File: src/rtl/core_tick_pkg.sv
package core_tick_pkg;
  localparam int CSR_W    = 8;
  localparam int SEL_W    = 2;
  localparam int BIT_OVF  = 7;
  localparam int BIT_RTI  = 6;
  localparam int BIT_OEN  = 5;
  localparam int BIT_REN  = 4;
  localparam logic [SEL_W-1:0] SEL_RESET = 2'b11;

  typedef struct packed {
    logic             ovf_flag;
    logic             rti_flag;
    logic             ovf_en;
    logic             rti_en;
    logic [1:0]       zero_pad;
    logic [SEL_W-1:0] rate_sel;
  } csr_t;
endpackage

File: src/rtl/ctm_prescaler.sv
module ctm_prescaler #(
  parameter int PRE_DIV = 4
) (
  input  logic clk,
  input  logic rst,
  output logic step
);
  localparam int PRE_W = (PRE_DIV > 1) ? $clog2(PRE_DIV) : 1;
  localparam logic [PRE_W-1:0] LAST = PRE_W'(PRE_DIV - 1);

  logic [PRE_W-1:0] pre_q;

  always_ff @(posedge clk) begin
    if (rst)          pre_q <= '0;
    else if (step)    pre_q <= '0;
    else              pre_q <= pre_q + 1'b1;
  end

  assign step = (pre_q == LAST);
endmodule

File: src/rtl/ctm_divchain.sv
module ctm_divchain #(
  parameter int CNT_W     = 8,
  parameter int RTI_FIRST = 1,
  parameter int SEL_W     = 2
) (
  input  logic             clk,
  input  logic             rst,
  input  logic             step,
  input  logic [SEL_W-1:0] sel,
  output logic [CNT_W-1:0] count,
  output logic             ovf_evt,
  output logic             rti_evt
);
  localparam int N_TAPS  = 1 << SEL_W;
  localparam int CHAIN_W = CNT_W + RTI_FIRST + N_TAPS - 1;

  logic [CHAIN_W-1:0] chain_q;
  logic [N_TAPS-1:0]  tap_full;

  always_ff @(posedge clk) begin
    if (rst)       chain_q <= '0;
    else if (step) chain_q <= chain_q + 1'b1;
  end

  for (genvar k = 0; k < N_TAPS; k++) begin : g_tap
    assign tap_full[k] = &chain_q[CNT_W+RTI_FIRST+k-1:0];
  end

  assign count   = chain_q[CNT_W-1:0];
  assign ovf_evt = step & (&chain_q[CNT_W-1:0]);
  assign rti_evt = step & tap_full[sel];
endmodule

File: src/rtl/ctm_csr.sv
module ctm_csr
  import core_tick_pkg::*;
#(
  parameter int               ADDR_W   = 8,
  parameter logic [ADDR_W-1:0] REG_ADDR = 8'h08
) (
  input  logic              clk,
  input  logic              rst,
  input  logic              bus_cs,
  input  logic              bus_we,
  input  logic [ADDR_W-1:0] bus_addr,
  input  logic [CSR_W-1:0]  bus_wdata,
  input  logic              ovf_evt,
  input  logic              rti_evt,
  output logic [CSR_W-1:0]  bus_rdata,
  output logic              ovf_flag,
  output logic              rti_flag,
  output logic              ovf_en,
  output logic              rti_en,
  output logic [SEL_W-1:0]  rate_sel,
  output logic              irq
);
  logic hit, wr_go, rd_go;
  logic unused_pad;
  csr_t view;

  assign hit        = bus_cs && (bus_addr == REG_ADDR);
  assign wr_go      = hit && bus_we;
  assign rd_go      = hit && !bus_we;
  assign unused_pad = ^bus_wdata[3:2];

  always_comb begin
    view          = '0;
    view.ovf_flag = ovf_flag;
    view.rti_flag = rti_flag;
    view.ovf_en   = ovf_en;
    view.rti_en   = rti_en;
    view.rate_sel = rate_sel;
  end

  always_ff @(posedge clk) begin
    if (rst) begin
      ovf_flag  <= 1'b0;
      rti_flag  <= 1'b0;
      ovf_en    <= 1'b0;
      rti_en    <= 1'b0;
      rate_sel  <= SEL_RESET;
      bus_rdata <= '0;
      irq       <= 1'b0;
    end else begin
      if (ovf_evt)                          ovf_flag <= 1'b1;
      else if (wr_go && !bus_wdata[BIT_OVF]) ovf_flag <= 1'b0;
      if (rti_evt)                          rti_flag <= 1'b1;
      else if (wr_go && !bus_wdata[BIT_RTI]) rti_flag <= 1'b0;
      if (wr_go) begin
        ovf_en   <= bus_wdata[BIT_OEN];
        rti_en   <= bus_wdata[BIT_REN];
        rate_sel <= bus_wdata[SEL_W-1:0];
      end
      bus_rdata <= rd_go ? CSR_W'(view) : '0;
      irq       <= (ovf_flag && ovf_en) || (rti_flag && rti_en);
    end
  end
endmodule

File: src/rtl/core_tick_timer.sv
module core_tick_timer
  import core_tick_pkg::*;
#(
  parameter int               PRE_DIV   = 4,
  parameter int               CNT_W     = 8,
  parameter int               RTI_FIRST = 1,
  parameter int               ADDR_W    = 8,
  parameter logic [ADDR_W-1:0] REG_ADDR  = 8'h08
) (
  input  logic              clk,
  input  logic              rst,
  input  logic              bus_cs,
  input  logic              bus_we,
  input  logic [ADDR_W-1:0] bus_addr,
  input  logic [7:0]        bus_wdata,
  output logic [7:0]        bus_rdata,
  output logic [CNT_W-1:0]  tmr_count,
  output logic              rti_tick,
  output logic              irq
);
  logic             step, ovf_evt, rti_evt;
  logic             ovf_flag, rti_flag, ovf_en, rti_en;
  logic [SEL_W-1:0] rate_sel;

  ctm_prescaler #(.PRE_DIV(PRE_DIV)) u_pre (
    .clk(clk), .rst(rst), .step(step)
  );

  ctm_divchain #(.CNT_W(CNT_W), .RTI_FIRST(RTI_FIRST), .SEL_W(SEL_W)) u_div (
    .clk(clk), .rst(rst), .step(step), .sel(rate_sel),
    .count(tmr_count), .ovf_evt(ovf_evt), .rti_evt(rti_evt)
  );

  ctm_csr #(.ADDR_W(ADDR_W), .REG_ADDR(REG_ADDR)) u_csr (
    .clk(clk), .rst(rst), .bus_cs(bus_cs), .bus_we(bus_we),
    .bus_addr(bus_addr), .bus_wdata(bus_wdata),
    .ovf_evt(ovf_evt), .rti_evt(rti_evt), .bus_rdata(bus_rdata),
    .ovf_flag(ovf_flag), .rti_flag(rti_flag), .ovf_en(ovf_en),
    .rti_en(rti_en), .rate_sel(rate_sel), .irq(irq)
  );

  always_ff @(posedge clk) begin
    if (rst) rti_tick <= 1'b0;
    else     rti_tick <= rti_evt;
  end
endmodule

File: config.mk
export PLATFORM = sky130hd
export DESIGN_NAME = core_tick_timer
export DESIGN_NICKNAME = d
export VERILOG_FILES = /design/src/rtl/core_tick_pkg.sv /design/src/rtl/ctm_prescaler.sv /design/src/rtl/ctm_divchain.sv /design/src/rtl/ctm_csr.sv /design/src/rtl/core_tick_timer.sv
export SDC_FILE = /design/constraint.sdc
export NUM_CORES = 1
export LEC_CHECK = 0
export BUFFER_PORTS_ARGS = -buffer_cell sky130_fd_sc_hd__buf_4
export CAP_MARGIN = 20
export CORE_UTILIZATION = 50
export CTS_BUF_LIST = sky130_fd_sc_hd__clkbuf_8
export CTS_CLUSTER_SIZE = 25
export DETAILED_ROUTE_END_ITERATION = 16
export GPL_TIMING_DRIVEN = 1
export PLACE_DENSITY = 0.77
export SLEW_MARGIN = 20
export SYNTH_ARGS = -nofsm -noshare
export SYNTH_HDL_FRONTEND = slang
export SYNTH_HIERARCHICAL = 1
export SYNTH_SLANG_ARGS = --single-unit
File: constraint.sdc
create_clock -name clk -period 2.6 [get_ports clk]
set_input_delay 0.39 -clock clk [delete_from_list [all_inputs] [get_ports clk]]
set_output_delay 0.39 -clock clk [all_outputs]
set_load 0.01 [all_outputs]
Word-level counts from Yosys, hierarchy flattened
Index checks and enable logic that the tools add are counted.
{"block": "word_totals", "wordCells": 45, "regBits": 30, "out_inout_bits": 18}
{"block": "op_classes", "n_eq_ne": 2, "n_lt_le_gt_ge": 1, "add_sub_neg": 2, "bitwise": 3, "reduce_logical": 20, "muxes": 6}
{"op": "$add 12x1->12 const B", "count": 1}
{"op": "$reduce_and 12->1", "count": 1}
{"op": "$reduce_and 11->1", "count": 1}
{"op": "$reduce_and 10->1", "count": 1}
{"op": "$reduce_and 9->1", "count": 1}
{"op": "$eq 8x4->1 const B", "count": 1}
{"op": "$reduce_and 8->1", "count": 1}
{"op": "$logic_and 1x1->1", "count": 7}
{"op": "$mux 1", "count": 5}
{"op": "$reduce_bool 2->1", "count": 2}
{"op": "$reduce_or 2->1", "count": 2}
{"op": "$logic_not 1->1", "count": 3}
{"op": "$lt 2x3->1 const B", "count": 1}
{"op": "$add 2x1->2 const B", "count": 1}
{"op": "$and 1x1->1", "count": 2}
{"op": "$bmux 1 s2", "count": 1}
{"op": "$eq 2x2->1 const B", "count": 1}
{"op": "$logic_or 1x1->1", "count": 1}
{"op": "$not 1->1", "count": 1}

Logic depth before layout (Yosys ltp)
Gate-level depths: netlist of the first run.
{"block": "logic_depth", "depth_word": 6, "mapped_depth": 8, "mapped_depth_nobuf": 8}

Modules after synthesis
The synthesis of the first run kept the hierarchy.
{"mod": "ctm_divchain", "area_each_um2": 701.9, "cells_each": 77, "n_inst": 1}
{"mod": "ctm_csr", "area_each_um2": 520.5, "cells_each": 52, "n_inst": 1}
{"mod": "ctm_prescaler", "area_each_um2": 75.1, "cells_each": 5, "n_inst": 1}
{"mod": "core_tick_timer", "area_each_um2": 33.8, "cells_each": 2, "n_inst": 1}

Worst setup path before layout of the first run
Ideal clock, no wire load.
{"block": "synth_timing", "kind": "reg2reg", "startpoint": "reg u_div.chain_q[0]", "endpoint": "reg u_csr.rti_flag", "arrival_time_ns": 1.544, "required_time_ns": 2.514, "path_stages_with_launch": 9, "slack_ns": 0.971, "cell_sequence": "dfxtp_1 ha_1 nand4_1 nor2_1 ha_1 o31ai_1 a211oi_2 nor2_1 a211oi_1"}
{"block": "synth_between", "elab_chain_len": 5, "word_cells_on_any_way": 9}
{"item": "start: declaration", "line": "ctm_divchain.sv:17", "text": "logic [CHAIN_W-1:0] chain_q;"}
{"item": "start signal: assignment", "line": "ctm_divchain.sv:22", "text": "else if (step) chain_q <= chain_q + 1'b1;"}
{"item": "$reduce_and 12->1, or another cell as far along", "line": "ctm_divchain.sv:26", "text": "assign tap_full[k] = &chain_q[CNT_W+RTI_FIRST+k-1:0];"}
{"item": "$bmux 1 s2 (*)", "line": "ctm_divchain.sv:31", "text": "assign rti_evt = step & tap_full[sel];"}
{"item": "$mux 1 (implied by the code) (*)", "line": "ctm_divchain.sv:31"}
{"item": "$and 1x1->1 (*)", "line": "ctm_divchain.sv:31"}
{"item": "via rti_evt", "line": "core_tick_timer.sv:21", "text": "logic step, ovf_evt, rti_evt;"}
{"item": "$mux 1 / $reduce_bool 2->1 (equally long branches)"}
{"item": "end signal: assignment", "line": "ctm_csr.sv:44", "text": "rti_flag <= 1'b0;"}
{"item": "end signal: assignment", "line": "ctm_csr.sv:53", "text": "if (rti_evt) rti_flag <= 1'b1;"}
{"item": "end signal: assignment", "line": "ctm_csr.sv:54", "text": "else if (wr_go && !bus_wdata[BIT_RTI]) rti_flag <= 1'b0;"}
{"item": "end: declaration", "line": "ctm_csr.sv:17", "text": "output logic rti_flag,"}
Mark *: on every way through the listed nets, which the timed path passes. The rest lies on a longest branch. The select of a mux whose other input is x is not followed.
A chain may end at the register's enable or synchronous reset.

Final worst setup path of the first run
Ends and elaborated chain as after synthesis.

==> results of run 1 <==
[worst register-to-register path, cell delays in order (launching register included)]
cell and delay, ps:
dfxtp_1 470, ha_1 260, nand4_1 140, nor2_1 120
ha_1 150, o31ai_1 70, a211oi_2 320, nor2_1 90
a211oi_1 190
[path summary, 6_finish.rpt]
| kind | endpoint | slack (ps) |
|---|---|---|
| setup / recovery | u_csr/rti_flag | 720 |
| hold / removal | u_csr/rate_sel[0] | 380 |
| setup reg to reg | u_csr/rti_flag | 720 |
| hold reg to reg | u_pre/pre_q[0] | 440 |
[logic make-up (layout without fill, tap and decap cells)]
| group | Yosys count | count (layout) | share of synthesized area, % |
|---|---|---|---|
| simple gates | 59 | 59 | 29.1 |
| flops | 28 | 28 | 42.1 |
| compound gates | 19 | 19 | 9.77 |
| buf+inv | 16 | 38 | 8.55 |
| mux | 6 | 6 | 4.70 |
| xor+xnor | 4 | 4 | 2.63 |
| fa+ha+maj | 3 | 3 | 2.82 |
| other cells | 1 | 2 | 0.282 |
[area by class of cell]
cell class / count / share of cell area, %
well taps: 30 / 2.40
repair buffers: 33 / 15.8
clock buffers: 4 / 3.52
flip-flops and latches: 28 / 35.8
inverters: 1 / 0.240
multi-input cells: 93 / 42.2
[report_power, final]
part / total, uW / switching, uW / internal [uW]
clock network: 258 / 123 / 135
registers: 439 / 4.71 / 434
logic: 57.1 / 26.7 / 30.4
[registers in the layout, summed over array words and instances (netlist names), 2 cells and up]
signal / cells
u_div/chain_q: 12
u_csr/rate_sel: 2
u_pre/pre_q: 2
u_csr/bus_rdata: 6
[cell usage in the layout (no fill, tap or decap), types with 2 or more instances in the layout]
master	n
a211oi_1	2
a21oi_1	6
and2_1	6
buf_4	33
clkbuf_8	4
conb_1	2
dfxtp_1	28
ha_1	3
mux2i_1	4
nand2_1	4
nand3_1	3
nand4_1	6
nor2_1	19
nor2b_1	2
nor4_1	2
o21ai_0	3
o31ai_1	3
o41ai_1	2
or3_1	2
or4_1	2
xor2_1	3
[metal layers]
| metal | track usage [%] | vias up | wire length (um) | share of wire, % |
|---|---|---|---|---|
| li1 | - | 525 | - | - |
| met1 | 20.2 | 481 | 1010 | 43 |
| met2 | 31.5 | 22 | 1250 | 53 |
| met3 | 2.54 | 0 | 91 | 3.9 |
| met4 | 5.26 | 0 | 0 | 0 |
| met5 | 0 | - | 0 | 0 |
[through the flow]
stage	hold WS, ps	instance area [sq um]	worst slack, ps	total power, uW	cells
CTS	383	1570	710	761	189
floorplan	406	1340	971	480	137
finish	384	1570	719	754	189
global route	384	1570	486	779	189
detailed placement	429	1510	728	506	185
global placement	415	1510	758	503	185
==> qor.csv, run 1 <==
stage,metric,value,unit
worst_setup_path,family with the most delay on the worst path,compound AO/OA/AOI/OAI gates,
clock_network,Longest Clk Path Bufs,2,
timing,final hold vios,0,
clock_network,Num CTS Buffers,3,
floorplan,Die X,53.6,um
worst_setup_path,CP Depth,8,
detailed_routing,remaining antenna violation count after routing,0,
yosys,Yosys reg bits,28,
min_path,worst hold start,bus_wdata[0],
yosys,most common cell in the netlist,dfxtp_1,
timing,TNS Setup,0,ps
floorplan,Die Area,2870,sq um
clock_network,CTS Hold Buffers Added,0,
yosys,Netlist cell types,43,
yosys,Post-synth EDFFs,0,
worst_setup_path,Critical Path RT,2790,ps
yosys,dominant synthesized flop cell,dfxtp_1,
floorplan,Core ar.,2500,sq um
floorplan,Core Rows,18,
worst_setup_path,Crit Path Max Fanout,5,
yosys,top post-synthesis cells by area,"dfxtp_1 42%, buf_4 5.6%, nor2_1 5.4%, mux2i_1 3.0%, and2_1 2.8%",
yosys,"FFs w/ async S/R, synth",0,%
detailed_routing,Iteration-0 DRC Markers,9,
layout,final net count,183,
clock_network,TritonCTS clock tree,done,
yosys,"top cells by count, synth","28 x dfxtp_1, 19 x nor2_1, 10 x buf_4",
pwr,P per Cell Area,482,nW/um^2
run,max cap viols,0,
timing,slew margin rel.,63.6,%
yosys,register area share after synthesis,42.1,%
layout,Reg area,561,sq um
global_route,antenna violations before repair,0,
layout,Final Util,62.6,%
placed_design,Placer Congestion,0.778,
timing,FMAX,0.532,GHz
global_route,vias in the first global route,857,
timing,minimum clock period,1880,ps
timing,"Period Utilization, post-route",72.3,%
yosys,Mapped Area,1330,sq um
worst_setup_path,origin of the critical flop-to-flop path,u_div/chain_q[0],
detailed_routing,DR pass1 iterations,4,
clock_network,worst skew pair latency,260,ps
timing,Max Slew Vio Count,0,
timing,Final setup viols,0,
clock_network,clock sinks,28,
layout,Fill cells,231,
worst_setup_path,largest stage delay on the critical path,470,ps
yosys,Synth area leader,dfxtp_1,
yosys,post-synthesis area per instance,9.79,sq um
worst_setup_path,"critical path, cell by cell",ha_1 > nand4_1 > nor2_1 > ha_1 > o31ai_1 > a211oi_2 > nor2_1 > a211oi_1,
worst_setup_path,crit path from,u_div/chain_q[0],
clock_network,"Setup Fix Bufs, Post-CTS",0,
worst_setup_path,CP Data Arrival Time,2070,ps
pwr,leakage,0.000624,uW
detailed_routing,drt drc,0,
timing,clk_skew,2.04,ps
floorplan,Initial Util,53.3,%
detailed_routing,DR vias,1028,
min_path,Worst Hold Depth,3,
global_route,first-pass GRT wire length,3600,um
floorplan,I/O pin count,38,
worst_setup_path,worst r2r path cells,8,
layout,ANT cells,0,
clock_network,htree depth,1,
worst_setup_path,CP max-delay cell,dfxtp_1,
layout,area of the multi-input gates,661,sq um
yosys,yosys warns,6,
global_route,largest net degree at the start of global routing,28,
detailed_routing,drt total wl,2350,um
worst_setup_path,WS Path Type,reg2reg,
clock_network,post-cts sizing count,0,
layout,Area growth syn-to-layout,17.6,%
layout,share of layout cells above drive strength 1,30.2,%
worst_setup_path,CP endpoint kind,flop,
floorplan,Die Y,53.6,um
yosys,Cells after Synth,136,
detailed_routing,per-cell routed wire length,12.4,um
yosys,Synth top area share,42.1,%
timing,RSZ-0062 raised after global routing,no,
clock_network,Root Buffer,clkbuf_8,
min_path,worst hold path class,in2reg,
placed_design,IO Port Bufs,33,
detailed_routing,vias per inst,5.44,
clock_network,clock-pin slew on the worst setup and hold paths,90,ps
run_status,status,finished clean,
timing,pin slew with the least headroom to its limit,546,ps
global_route,total track usage,17.1,%
worst_setup_path,WP buf/inv,0,
pwr,Max rail drop VDD,385,uV
worst_setup_path,Startpoint Class,flop,
global_route,grt total ovfl,0,
Note: power is estimated with default switching activity, not from simulation.
==> run 2: changes to the inputs <==
ABC_AREA = 1   (was default)
clock period = 1.9 ns   (was 2.6 ns; I/O delays follow)
==> run 2 against run 1 <==
  * Final cell count rose by 27%
  * Clock-buffer cell count fell by 1
  * Sequential cell count did not move
  * Global-route usage rose by 2.2 points
  * Sequential share of layout area fell by 1.5 points
  * Register-to-register slack got worse by 490 ps
  * Via count rose by 12%
  * Setup slack got worse by 490 ps
  * Non-clock buffer count did not move
  * Maximum frequency rose by 13%
  * Synthesized cell count rose by 34%
  * Sequential power rose by 38%
  * Critical path type unchanged
  * Critical endpoint unchanged
==> qor.csv, run 2 <==
stage,metric,value,unit,change
worst_setup_path,crit path from,u_div/chain_q[3],,
detailed_routing,remaining antenna violation count after routing,0,,unchanged
yosys,post-synthesis area per instance,7.40,sq um,-24%
floorplan,I/O pin count,38,,unchanged
pwr,Max rail drop VDD,529,uV,+37%
layout,Area growth syn-to-layout,21.2,%,
placed_design,Placer Congestion,0.790,,+1.6%
global_route,total track usage,19.3,%,+2.2 points
timing,clk_skew,2.01,ps,-0.0302 ps
floorplan,Core ar.,2500,sq um,unchanged
floorplan,Core Rows,18,,unchanged
floorplan,Die Y,53.9,um,+0.54%
timing,TNS Setup,0,ps,unchanged
timing,minimum clock period,1670,ps,-214 ps
layout,ANT cells,0,,unchanged
clock_network,Num CTS Buffers,3,,unchanged
layout,Largest regs,"u_div/chain_q x12, u_csr/bus_rdata x6",,
placed_design,Cells after DPL,236,,+28%
clock_network,Root Buffer,clkbuf_8,,
placed_design,Post-DP HPWL,1880,um,
yosys,Post-synth EDFFs,0,,unchanged
run,max cap viols,0,,unchanged
detailed_routing,DR pass1 iterations,4,,unchanged
detailed_routing,Iteration-0 DRC Markers,12,,+3
worst_setup_path,WS Path Type,reg2reg,,
clock_network,worst skew pair latency,270,ps,about the same
yosys,Mapped Area,1350,sq um,+1.1%
layout,area of the multi-input gates,604,sq um,-8.5%
run_status,status,finished clean,,
detailed_routing,per-cell routed wire length,9.91,um,-20%
clock_network,post-cts sizing count,0,,unchanged
yosys,register area share after synthesis,41.6,%,-0.47 points
floorplan,Die X,53.9,um,+0.54%
clock_network,clock-pin slew on the worst setup and hold paths,90,ps,about the same
layout,most frequent cells in the layout,"33 x buf_4, 32 x nor2_1, 32 x nand2_1",,
worst_setup_path,Critical Path RT,2110,ps,-680 ps
pwr,P per Cell Area,703,nW/um^2,+46%
worst_setup_path,origin of the critical flop-to-flop path,u_div/chain_q[3],,
yosys,Synth area leader,dfxtp_1,,
floorplan,Initial Util,53.9,%,+0.60 points
floorplan,Die Area,2900,sq um,+1.1%
timing,"Period Utilization, post-route",87.7,%,+15 points
clock_network,TritonCTS clock tree,done,,
detailed_routing,drt drc,0,,unchanged
timing,Max Slew Vio Count,0,,unchanged
global_route,antenna violations before repair,0,,unchanged
timing,Final setup viols,0,,unchanged
global_route,grt total ovfl,0,,unchanged
detailed_routing,drt total wl,2380,um,+1.3%
timing,final hold vios,0,,unchanged
worst_setup_path,Startpoint Class,flop,,
yosys,Netlist cell types,23,,-47%
yosys,dominant synthesized flop cell,dfxtp_1,,
placed_design,IO Port Bufs,33,,unchanged
min_path,worst hold start,bus_wdata[5],,
yosys,"FFs w/ async S/R, synth",0,%,unchanged
min_path,worst hold path class,in2reg,,
layout,Reg area,561,sq um,unchanged
worst_setup_path,CP max-delay cell,dfxtp_1,,
clock_network,"Setup Fix Bufs, Post-CTS",0,,unchanged
global_route,vias in the first global route,1008,,+18%
layout,share of layout cells above drive strength 1,24.8,%,-5.4 points
timing,FMAX,0.600,GHz,+13%
clock_network,Longest Clk Path Bufs,2,,unchanged
worst_setup_path,"critical path, cell by cell",nand2_2 > nor2_4 > nand4_1 > inv_1 > ha_1 > nor2_1 > nor2_1 > nand2_1 > a21oi_1 > inv_1 > a21oi_1,,
clock_network,htree depth,1,,unchanged
detailed_routing,DR vias,1149,,+12%
yosys,"top cells by count, synth","32 x nand2_1, 32 x nor2_1, 28 x dfxtp_1",,
yosys,top post-synthesis cells by area,"dfxtp_1 42%, nand2_1 8.9%, nor2_1 8.9%, inv_1 7.0%, buf_4 5.6%",,
layout,number of flip-flops under the largest register name,12,,unchanged
layout,"commonest non-fill, non-tap cell in the layout",buf_4,,
layout,Largest Register,u_div/chain_q,,
worst_setup_path,CP endpoint kind,flop,,
global_route,largest net degree at the start of global routing,17,,-39%
worst_setup_path,CP Data Arrival Time,1880,ps,-190 ps
yosys,Synth top area share,41.6,%,-0.47 points
clock_network,clock sinks,28,,unchanged
timing,RSZ-0062 raised after global routing,no,,
global_route,first-pass GRT wire length,4060,um,+13%
yosys,Cells after Synth,182,,+34%
layout,Fill cells,218,,-5.6%
yosys,Yosys reg bits,28,,unchanged
detailed_routing,vias per inst,4.79,,-12%
layout,final net count,234,,+28%
worst_setup_path,largest stage delay on the critical path,420,ps,-50 ps
pwr,leakage,0.000800,uW,+28%
yosys,yosys warns,6,,unchanged
worst_setup_path,Crit Path Max Fanout,6,,+1
clock_network,CTS Hold Buffers Added,0,,unchanged
layout,Non-Filler Instances,240,,+27%
-- run 2: changes by cell type in the layout (fill, tap and decap cells not counted), moves of 4 or more --
cell	change
a21oi_1	+4
nand3_1	+5
and2_1	-6
mux2i_1	-4
nand2_1	+28
inv_1	+24
nor2_1	+13
-- run 2: metrics by stage --
step / cell area, sq um / util (%) / setup slack, ps / total power, uW / hold slack [ps]
floorplan: 1350 / - / 442 / 663 / 352
global placement: 1560 / 62.4 / 320 / 696 / 405
detailed placement: 1560 / 62.4 / 222 / 701 / 428
CTS: 1630 / 65.3 / 209 / 1160 / 236
global route: 1630 / 65.3 / 11.0 / 1200 / 264
finish: 1630 / 65.3 / 234 / 1150 / 234
-- run 2: cells by family (layout without fill, tap and decap cells) --
family | count (synthesis) | after routing | share of synthesized area (%)
flops | 28 | 28 | 41.6
fa+ha+maj | 3 | 3 | 2.79
other cells | 1 | 2 | 0.279
compound gates | 16 | 16 | 6.13
simple gates | 95 | 95 | 35.4
buf+inv | 39 | 66 | 13.8
-- run 2: metal layers --
metal	vias to the layer above	wire length (um)	global-route usage (%)
met3	4	92	2.54
met2	35	1240	35.8
met5	-	0	0
li1	610	-	-
met1	500	1020	21.8
met4	0	30	7.89
-- run 2: critical path, delay by kind of cell (launching register included) --
family                     cells  cell delay, ps
and+or+nand+nor                6             620
DFF                            1             420
AOI/OAI and AO/OA              2             280
buffers and inverters          2             140
adders and majority gates      1             140
-- run 2: final timing paths --
| kind | endpoint | slack, ps | cells past startpoint |
|---|---|---|---|
| min | u_csr/ovf_en | 230 | 3 |
| max | u_csr/rti_flag | 230 | 11 |
| max reg2reg | u_csr/rti_flag | 230 | 11 |
| min reg2reg | u_pre/pre_q[0] | 430 | 1 |
-- run 2: layout make-up --
class,instances,area share [%]
Inverter,29,6.75
Tap cell,30,2.30
Multi-Input combinational cell,116,37.0
Sequential cell,28,34.4
Timing Repair Buffer,33,15.2
Clock buffer,3,2.53
Clock inverter,1,1.84
-- run 2: power breakdown --
part	switching, uW	internal, uW
combinational	42.4	40.9
sequential	7.25	596
clock	178	282
total	227	919
